--- config.mk ---
export PLATFORM = sky130hd
export DESIGN_NAME = rtc_bcd_core
export DESIGN_NICKNAME = d
export VERILOG_FILES = /design/src/rtl/rtc_pkg.sv /design/src/rtl/rtc_bcd_counter.sv /design/src/rtl/rtc_month_len.sv /design/src/rtl/rtc_ctrl_bits.sv /design/src/rtl/rtc_bcd_core.sv
export SDC_FILE = /design/constraint.sdc
export NUM_CORES = 1
export LEC_CHECK = 0
export ABC_AREA = 1
export BUFFER_PORTS_ARGS = -buffer_cell sky130_fd_sc_hd__buf_2
export CAP_MARGIN = 20
export CORE_MARGIN = 4
export CORE_UTILIZATION = 35
export CTS_CLUSTER_SIZE = 12
export DETAILED_ROUTE_END_ITERATION = 8
export GPL_TIMING_DRIVEN = 1
export PLACE_DENSITY = 0.47
export SLEW_MARGIN = 20
export SYNTH_ARGS = -nofsm -noshare
export SYNTH_HDL_FRONTEND = slang
export SYNTH_SLANG_ARGS = --single-unit
--- constraint.sdc ---
create_clock -name clk -period 2.7 [get_ports clk]
set_input_delay 0.27 -clock clk [delete_from_list [all_inputs] [get_ports clk]]
set_output_delay 0.27 -clock clk [all_outputs]
set_load 0.01 [all_outputs]
--- src/rtl/rtc_pkg.sv ---
// Package: shared constants and field descriptors for the BCD calendar core.
// Assumes: 8-bit register bytes and a 5-bit register address.
package rtc_pkg;

    localparam int BYTE_W  = 8;
    localparam int ADDR_W  = 5;
    localparam int NFIELD  = 8;

    localparam logic [ADDR_W-1:0] ADDR_SEC  = 5'h00;
    localparam logic [ADDR_W-1:0] ADDR_MIN  = 5'h01;
    localparam logic [ADDR_W-1:0] ADDR_HOUR = 5'h02;
    localparam logic [ADDR_W-1:0] ADDR_DOW  = 5'h03;
    localparam logic [ADDR_W-1:0] ADDR_DATE = 5'h04;
    localparam logic [ADDR_W-1:0] ADDR_MON  = 5'h05;
    localparam logic [ADDR_W-1:0] ADDR_YEAR = 5'h06;
    localparam logic [ADDR_W-1:0] ADDR_CONST = 5'h07;
    localparam logic [ADDR_W-1:0] ADDR_FAIL = 5'h09;
    localparam logic [ADDR_W-1:0] ADDR_HUND = 5'h1F;

    // Field index order; carries run along this chain
    localparam int F_HUND = 0;
    localparam int F_SEC  = 1;
    localparam int F_MIN  = 2;
    localparam int F_HOUR = 3;
    localparam int F_DATE = 4;
    localparam int F_MON  = 5;
    localparam int F_YEAR = 6;
    localparam int F_DOW  = 7;

    localparam logic [BYTE_W-1:0] CONST_REG_VAL = 8'h80;

    // Lowest value a field wraps back to
    function automatic logic [BYTE_W-1:0] field_min(input int idx);
        case (idx)
            F_DATE, F_MON, F_DOW: return 8'h01;
            default:              return 8'h00;
        endcase
    endfunction

    // Fixed top value of a field (date uses the month length instead)
    function automatic logic [BYTE_W-1:0] field_max(input int idx);
        case (idx)
            F_HUND:  return 8'h99;
            F_SEC:   return 8'h59;
            F_MIN:   return 8'h59;
            F_HOUR:  return 8'h23;
            F_DATE:  return 8'h31;
            F_MON:   return 8'h12;
            F_YEAR:  return 8'h99;
            default: return 8'h07;
        endcase
    endfunction

    // Bits of a written byte that are kept in the field
    function automatic logic [BYTE_W-1:0] field_mask(input int idx);
        case (idx)
            F_HUND:  return 8'h00;
            F_SEC:   return 8'h7F;
            F_MIN:   return 8'h7F;
            F_HOUR:  return 8'h3F;
            F_DATE:  return 8'h3F;
            F_MON:   return 8'h1F;
            F_YEAR:  return 8'hFF;
            default: return 8'h07;
        endcase
    endfunction

    // Address that loads a field (hundredths is never loaded by address)
    function automatic logic [ADDR_W-1:0] field_addr(input int idx);
        case (idx)
            F_SEC:   return ADDR_SEC;
            F_MIN:   return ADDR_MIN;
            F_HOUR:  return ADDR_HOUR;
            F_DATE:  return ADDR_DATE;
            F_MON:   return ADDR_MON;
            F_YEAR:  return ADDR_YEAR;
            F_DOW:   return ADDR_DOW;
            default: return ADDR_HUND;
        endcase
    endfunction

endpackage

--- src/rtl/rtc_bcd_counter.sv ---
// Module: one packed-BCD field counter with load, increment and wrap-out.
// Assumes: W is a multiple of 4 and stored values are valid BCD; a value at
// or above max_val wraps to MIN_VAL on the next increment. A load wins over
// an increment and suppresses the wrap output on that clock.
module rtc_bcd_counter #(
    parameter int          W       = 8,
    parameter logic [W-1:0] MIN_VAL = '0
) (
    input  logic         clk,
    input  logic         rst_n,
    input  logic         load,
    input  logic [W-1:0] load_val,
    input  logic         inc,
    input  logic [W-1:0] max_val,
    output logic [W-1:0] q,
    output logic         wrap
);

    localparam int NDIG = W / 4;

    // Add one to a packed BCD number, digit by digit
    function automatic logic [W-1:0] bcd_plus1(input logic [W-1:0] v);
        logic [W-1:0] r;
        logic         c;
        r = v;
        c = 1'b1;
        for (int n = 0; n < NDIG; n++) begin
            if (c) begin
                if (v[n*4 +: 4] == 4'd9) begin
                    r[n*4 +: 4] = 4'd0;
                end else begin
                    r[n*4 +: 4] = v[n*4 +: 4] + 4'd1;
                    c = 1'b0;
                end
            end
        end
        return r;
    endfunction

    logic at_top;

    // Detect the wrap point and emit the carry for the next field
    always_comb begin
        at_top = (q >= max_val);
        wrap   = inc && !load && at_top;
    end

    // Field register: reset, load, wrap or step
    always_ff @(posedge clk) begin
        if (!rst_n) begin
            q <= '0;
        end else if (load) begin
            q <= load_val;
        end else if (inc) begin
            q <= at_top ? MIN_VAL : bcd_plus1(q);
        end
    end

endmodule

--- src/rtl/rtc_month_len.sv ---
// Module: last valid date of the current month, in BCD.
// Assumes: month and year hold valid BCD; leap years are BCD years whose
// binary value is a multiple of four.
module rtc_month_len
    import rtc_pkg::*;
(
    input  logic [BYTE_W-1:0] month,
    input  logic [BYTE_W-1:0] year,
    output logic [BYTE_W-1:0] last_day
);

    logic [6:0] year_bin;
    logic       leap;

    // Convert the BCD year and test divisibility by four
    always_comb begin
        year_bin = 7'({3'b000, year[7:4]} * 7'd10) + {3'b000, year[3:0]};
        leap     = (year_bin[1:0] == 2'b00);
    end

    // Pick the month length
    always_comb begin
        case (month)
            8'h02:                      last_day = leap ? 8'h29 : 8'h28;
            8'h04, 8'h06, 8'h09, 8'h11: last_day = 8'h30;
            default:                    last_day = 8'h31;
        endcase
    end

endmodule

--- src/rtl/rtc_ctrl_bits.sv ---
// Module: stop control, century enable/bit and the sticky oscillator-fail flag.
// Assumes: the flag set condition (no oscillation or stop) beats a clear
// write on the same clock; year_wrap is the single-cycle year 99->00 carry.
module rtc_ctrl_bits
    import rtc_pkg::*;
(
    input  logic              clk,
    input  logic              rst_n,
    input  logic              osc_ok,
    input  logic              wr_en,
    input  logic [ADDR_W-1:0] addr,
    input  logic [1:0]        wdata_hi,
    input  logic              year_wrap,
    output logic              stop,
    output logic              ofail,
    output logic              cen,
    output logic              cbit
);

    logic fail_set;
    logic fail_clr;

    // Decode set and clear requests for the fail flag
    always_comb begin
        fail_set = !osc_ok || stop;
        fail_clr = wr_en && !wdata_hi[1] && (addr == ADDR_MIN || addr == ADDR_FAIL);
    end

    // Stop control, loaded from bit 7 of the seconds byte
    always_ff @(posedge clk) begin
        if (!rst_n)                             stop <= 1'b0;
        else if (wr_en && addr == ADDR_SEC)     stop <= wdata_hi[1];
    end

    // Sticky fail flag: set wins, clear only by writing zero
    always_ff @(posedge clk) begin
        if (!rst_n)        ofail <= 1'b1;
        else if (fail_set) ofail <= 1'b1;
        else if (fail_clr) ofail <= 1'b0;
    end

    // Century enable and century bit, with toggle on year rollover
    always_ff @(posedge clk) begin
        if (!rst_n) begin
            cen  <= 1'b0;
            cbit <= 1'b0;
        end else if (wr_en && addr == ADDR_HOUR) begin
            cen  <= wdata_hi[1];
            cbit <= wdata_hi[0];
        end else if (year_wrap && cen) begin
            cbit <= !cbit;
        end
    end

endmodule

--- src/rtl/rtc_bcd_core.sv ---
// Module: top of the BCD calendar core: field counters, carry chain,
// control bits and the combinational read mux.
// Assumes: single-cycle writes; a write to 00h..06h zeroes the hundredths
// and blocks every carry on that clock.
module rtc_bcd_core
    import rtc_pkg::*;
(
    input  logic              clk,
    input  logic              rst_n,
    input  logic              tick_100hz,
    input  logic              osc_ok,
    input  logic              wr_en,
    input  logic [ADDR_W-1:0] addr,
    input  logic [BYTE_W-1:0] wdata,
    output logic [BYTE_W-1:0] rdata
);

    logic [BYTE_W-1:0] fq    [NFIELD];
    logic              fwrap [NFIELD];
    logic              finc  [NFIELD];
    logic [BYTE_W-1:0] date_last;
    logic              time_wr;
    logic              count_go;
    logic              stop_q;
    logic              ofail_q;
    logic              cen_q;
    logic              cbit_q;
    logic [BYTE_W-1:0] hund_q;
    logic [BYTE_W-1:0] dow_q;

    // Global advance and time-write qualifiers
    always_comb begin
        time_wr  = wr_en && (addr <= ADDR_YEAR);
        count_go = tick_100hz && !stop_q && osc_ok;
    end

    assign hund_q = fq[F_HUND];
    assign dow_q  = fq[F_DOW];

    rtc_month_len u_mlen (
        .month    (fq[F_MON]),
        .year     (fq[F_YEAR]),
        .last_day (date_last)
    );

    for (genvar i = 0; i < NFIELD; i++) begin : g_field
        localparam logic [BYTE_W-1:0] FMIN  = field_min(i);
        localparam logic [BYTE_W-1:0] FMASK = field_mask(i);
        localparam logic [ADDR_W-1:0] FADDR = field_addr(i);
        logic              ld;
        logic [BYTE_W-1:0] cmax;

        if (i == F_HUND) begin : g_ld_h
            assign ld = time_wr;
        end else begin : g_ld_a
            assign ld = wr_en && (addr == FADDR);
        end

        if (i == F_DATE) begin : g_max_d
            assign cmax = date_last;
        end else begin : g_max_f
            assign cmax = field_max(i);
        end

        if (i == F_HUND) begin : g_inc_h
            assign finc[i] = count_go;
        end else if (i == F_DATE || i == F_DOW) begin : g_inc_d
            assign finc[i] = fwrap[F_HOUR];
        end else if (i == F_MON) begin : g_inc_m
            assign finc[i] = fwrap[F_DATE];
        end else if (i == F_YEAR) begin : g_inc_y
            assign finc[i] = fwrap[F_MON];
        end else begin : g_inc_c
            assign finc[i] = fwrap[i-1];
        end

        rtc_bcd_counter #(
            .W       (BYTE_W),
            .MIN_VAL (FMIN)
        ) u_cnt (
            .clk      (clk),
            .rst_n    (rst_n),
            .load     (ld),
            .load_val (wdata & FMASK),
            .inc      (finc[i]),
            .max_val  (cmax),
            .q        (fq[i]),
            .wrap     (fwrap[i])
        );
    end

    rtc_ctrl_bits u_ctrl (
        .clk       (clk),
        .rst_n     (rst_n),
        .osc_ok    (osc_ok),
        .wr_en     (wr_en),
        .addr      (addr),
        .wdata_hi  (wdata[7:6]),
        .year_wrap (fwrap[F_YEAR]),
        .stop      (stop_q),
        .ofail     (ofail_q),
        .cen       (cen_q),
        .cbit      (cbit_q)
    );

    // Read mux by address
    always_comb begin
        case (addr)
            ADDR_SEC:   rdata = {stop_q, fq[F_SEC][6:0]};
            ADDR_MIN:   rdata = {ofail_q, fq[F_MIN][6:0]};
            ADDR_HOUR:  rdata = {cen_q, cbit_q, fq[F_HOUR][5:0]};
            ADDR_DOW:   rdata = {5'b0, dow_q[2:0]};
            ADDR_DATE:  rdata = {2'b0, fq[F_DATE][5:0]};
            ADDR_MON:   rdata = {3'b0, fq[F_MON][4:0]};
            ADDR_YEAR:  rdata = fq[F_YEAR];
            ADDR_CONST: rdata = CONST_REG_VAL;
            ADDR_FAIL:  rdata = {ofail_q, 7'b0};
            ADDR_HUND:  rdata = hund_q;
            default:    rdata = '0;
        endcase
    end

endmodule

==> results_dict.tcl <==
set metrics [dict create \
    status "finished clean" \
    worstPathArrival_ns 2.65 \
    timing.fmax_mhz 410 \
    p_leak_nw 2.18 \
    hold_path_class "in2reg" \
    port_buffers 25 \
    gp_congestion 0.986 \
    antenna_found_initial 0 \
    cts_buffers 9 \
    finalHoldViolCount 0 \
    finalHoldWorstSlack_ns 0.137 \
    cts_setup_buffers 0 \
    reg2reg_to "g_field[5].u_cnt.q[4]" \
    final.setup.tns_ns 0 \
    multi_input_area_um2 2740 \
    ys.flop_type "dfxtp_1" \
    dieHeight_um 122 \
    layout_common_cells "nand2_1, inv_1, nor2_1, dfxtp_1, a21oi_1" \
    tightest_slew_ns 0.515 \
    drcViolationCount 0 \
    grt_pass1_wl_um 23600 \
    slew_headroom_pct 65.7 \
    r2r_slack_ns 0.26 \
    setup_ws_ns 0.259 \
    final_common_cell "nand2_1" \
    grt_overflow 0 \
    whs_path_depth 2 \
    cts_tree "built" \
    worstSetupPathType "reg2reg" \
    core-area_um2 12700 \
    gr-usage-met3_pct 2.51 \
    slew_viol_final 0 \
    h-tree-depth 3 \
    clk_latency_ns 0.35 \
    ff_latch_area_um2 1360 \
    async_flop_share_pct 0 \
    worstSetupEndpoint "g_field[5].u_cnt.q[4]" \
    path_cells "inv_1 > nor4_2 > a31oi_1 > o21ai_0 > nor2_1 > ha_1 > nand3_1 > nor2_2 > nor2_4 > inv_1 > nand2_1 > nor2_2 > inv_1 > nand3_1 > o21ai_0" \
    clock_sinks 68 \
    syn_area_per_cell_um2 6.40 \
    r2r_cells 15 \
    ios 26 \
    ant_nets 0 \
    final-setup-viol-count 0 \
    clock_skew_ns 0.00769 \
    postCtsHoldBufs 0 \
    drv_cap 0 \
    syn_to_final_growth_pct 15.6 \
    instances_no_fill 924 \
    dpl.hpwl_um 11500 \
    via_count 4777 \
    cp_max_fo 6 \
    p_per_area_nw_per_um2 460 \
    critPathMaxStageDelay_ns 0.37 \
    placed_cell_area_um2 4920 \
    grt_pass1_vias 4435 \
    grt.total_usage_pct 20.7 \
    critPathLaunchType "register" \
    ys_ff_latch 68 \
    yosysWarnings 0 \
    grt-busiest-layer "met2" \
    yosysUniqueCellTypes 46 \
    pre_cts_ws_ns 0.125 \
    reg2reg_from "g_field[5].u_cnt.q[0]" \
    ir_drop_uv 270 \
    wl_um 14700 \
    drive_above_1_share_pct 10.8 \
    start_util_pct 35.9 \
    die-area_um2 14900 \
    met1_usage_pct 28.9 \
    p_total_mw 2.42 \
    synth-edff-count 0 \
    fin_crit_sh_pct 90.4 \
    drt_iter0_drc 387 \
    fin_area_um2 5270 \
    use_met2_pct 32.0 \
    synth_cells 711 \
    fin_util_pct 41.6 \
    grt_max_degree 42 \
    die_w_um 122 \
    nets 783 \
    clk_transition_reported_paths_ns 0.06 \
    cpMaxStageDelayCell "dfxtp_1" \
    synth_nets 747 \
    fin_crit_ns 2.44 \
    required_ns 2.91 \
    num_rows 41 \
    rsz0062_at_grt "false" \
    setup.worst_path.start "g_field[5].u_cnt.q[0]" \
    wl_per_cell_um 15.9 \
    diodes 0 \
    placedCellCount 908 \
    crit_path_frequent_cell "inv_1" \
    clockBufferDepth 2 \
    drt_first_pass_iters 4 \
    seq_area_frac_synth_pct 29.9 \
    root_buffer "clkbuf_16" \
    crit_path_end_kind "register" \
    netlist_area_um2 4550 \
    viasPerCell 5.17 \
    n_fill_cell 1394 \
]
==> synthesized netlist by cell type, types with 2 or more instances <==
master       n  area share, %
nand2_1    167             14
inv_1      107            8.8
nor2_1      76            6.3
dfxtp_1     68             30
a21oi_1     58            6.4
nand3_1     39            4.3
o21ai_0     24            2.6
a31oi_1     18            2.5
ha_1        18            4.9
nor3_1      18            2.0
o22ai_1     18            2.5
nor2_2       9            1.2
inv_2        8           0.66
nand4_1      8            1.1
clkbuf_1     7           0.58
xor2_1       7            1.3
nor4_1       6           0.82
a22oi_1      5           0.82
nand3b_1     5           0.82
a221oi_1     4           0.77
xnor2_1      4           0.77
nor2_4       3           0.74
nor3b_1      3           0.49
o221ai_1     3           0.58
a211oi_1     2           0.33
clkinv_1     2           0.16
nand2_2      2           0.27
nand3_2      2           0.44
o2111ai_1    2           0.38
o31ai_1      2           0.33
==> critical path, delay by kind of cell (launching register included) <==
| family | cells | cell delay, ns |
|---|---|---|
| and+or+nand+nor | 8 | 1.04 |
| DFF | 1 | 0.37 |
| AOI/OAI and AO/OA | 3 | 0.31 |
| buffers and inverters | 3 | 0.31 |
| adders and majority gates | 1 | 0.27 |
==> repair_timing <==
| action | CTS | global route |
|---|---|---|
| gates resized for setup | 0 | 6 |
| endpoints found under the hold margin | 0 | 0 |
| endpoints found under the setup margin | 0 | 21 |
==> routing by layer <==
layer,wire (um),vias up
met4,423,0
met1,7220,2202
met2,6490,110
li1,-,2438
met3,527,27
met5,0,-
==> power by group <==
part,internal (mW),switching (mW)
combinational,0.0348,0.0981
clock,0.814,0.461
sequential,1.01,0.00551
total,1.86,0.565
==> state kept, by name (all words and copies together), names as in the netlist <==
register / flops
g_field.u_cnt.q: 64
u_ctrl.cen: 1
u_ctrl.cbit: 1
u_ctrl.ofail: 1
u_ctrl.stop: 1
==> worst min-delay path by stage <==
| stage | from | to | slack [ns] |
|---|---|---|---|
| floorplan | osc_ok | u_ctrl.ofail | 0.36 |
| global placement | g_field[5].u_cnt.q[7] | g_field[5].u_cnt.q[7] | 0.44 |
| detailed placement | g_field[5].u_cnt.q[7] | g_field[5].u_cnt.q[7] | 0.44 |
| CTS | osc_ok | u_ctrl.ofail | 0.13 |
| global route | osc_ok | u_ctrl.ofail | 0.16 |
| finish | osc_ok | u_ctrl.ofail | 0.14 |
==> kinds of logic (layout without fill, tap and decap cells) <==
kind of cell	count (synthesis)	count (layout)	share of synthesized area, %
adders and majority gates	18	18	4.95
AOI/OAI and AO/OA	144	144	18.7
and+or+nand+nor	345	345	33.9
buffers and inverters	125	166	10.5
xor gates and xnor gates	11	11	2.12
DFF	68	68	29.9
==> layout make-up <==
cell class | instances | share of cell area [%]
Multi-Input combinational cell | 518 | 52.1
Clock buffer | 13 | 5.32
Clock inverter | 3 | 0.808
Sequential cell | 68 | 25.9
Tap cell | 172 | 4.09
Inverter | 117 | 8.34
Timing Repair Buffer | 33 | 3.52
Note: power is estimated with default switching activity, not from simulation.
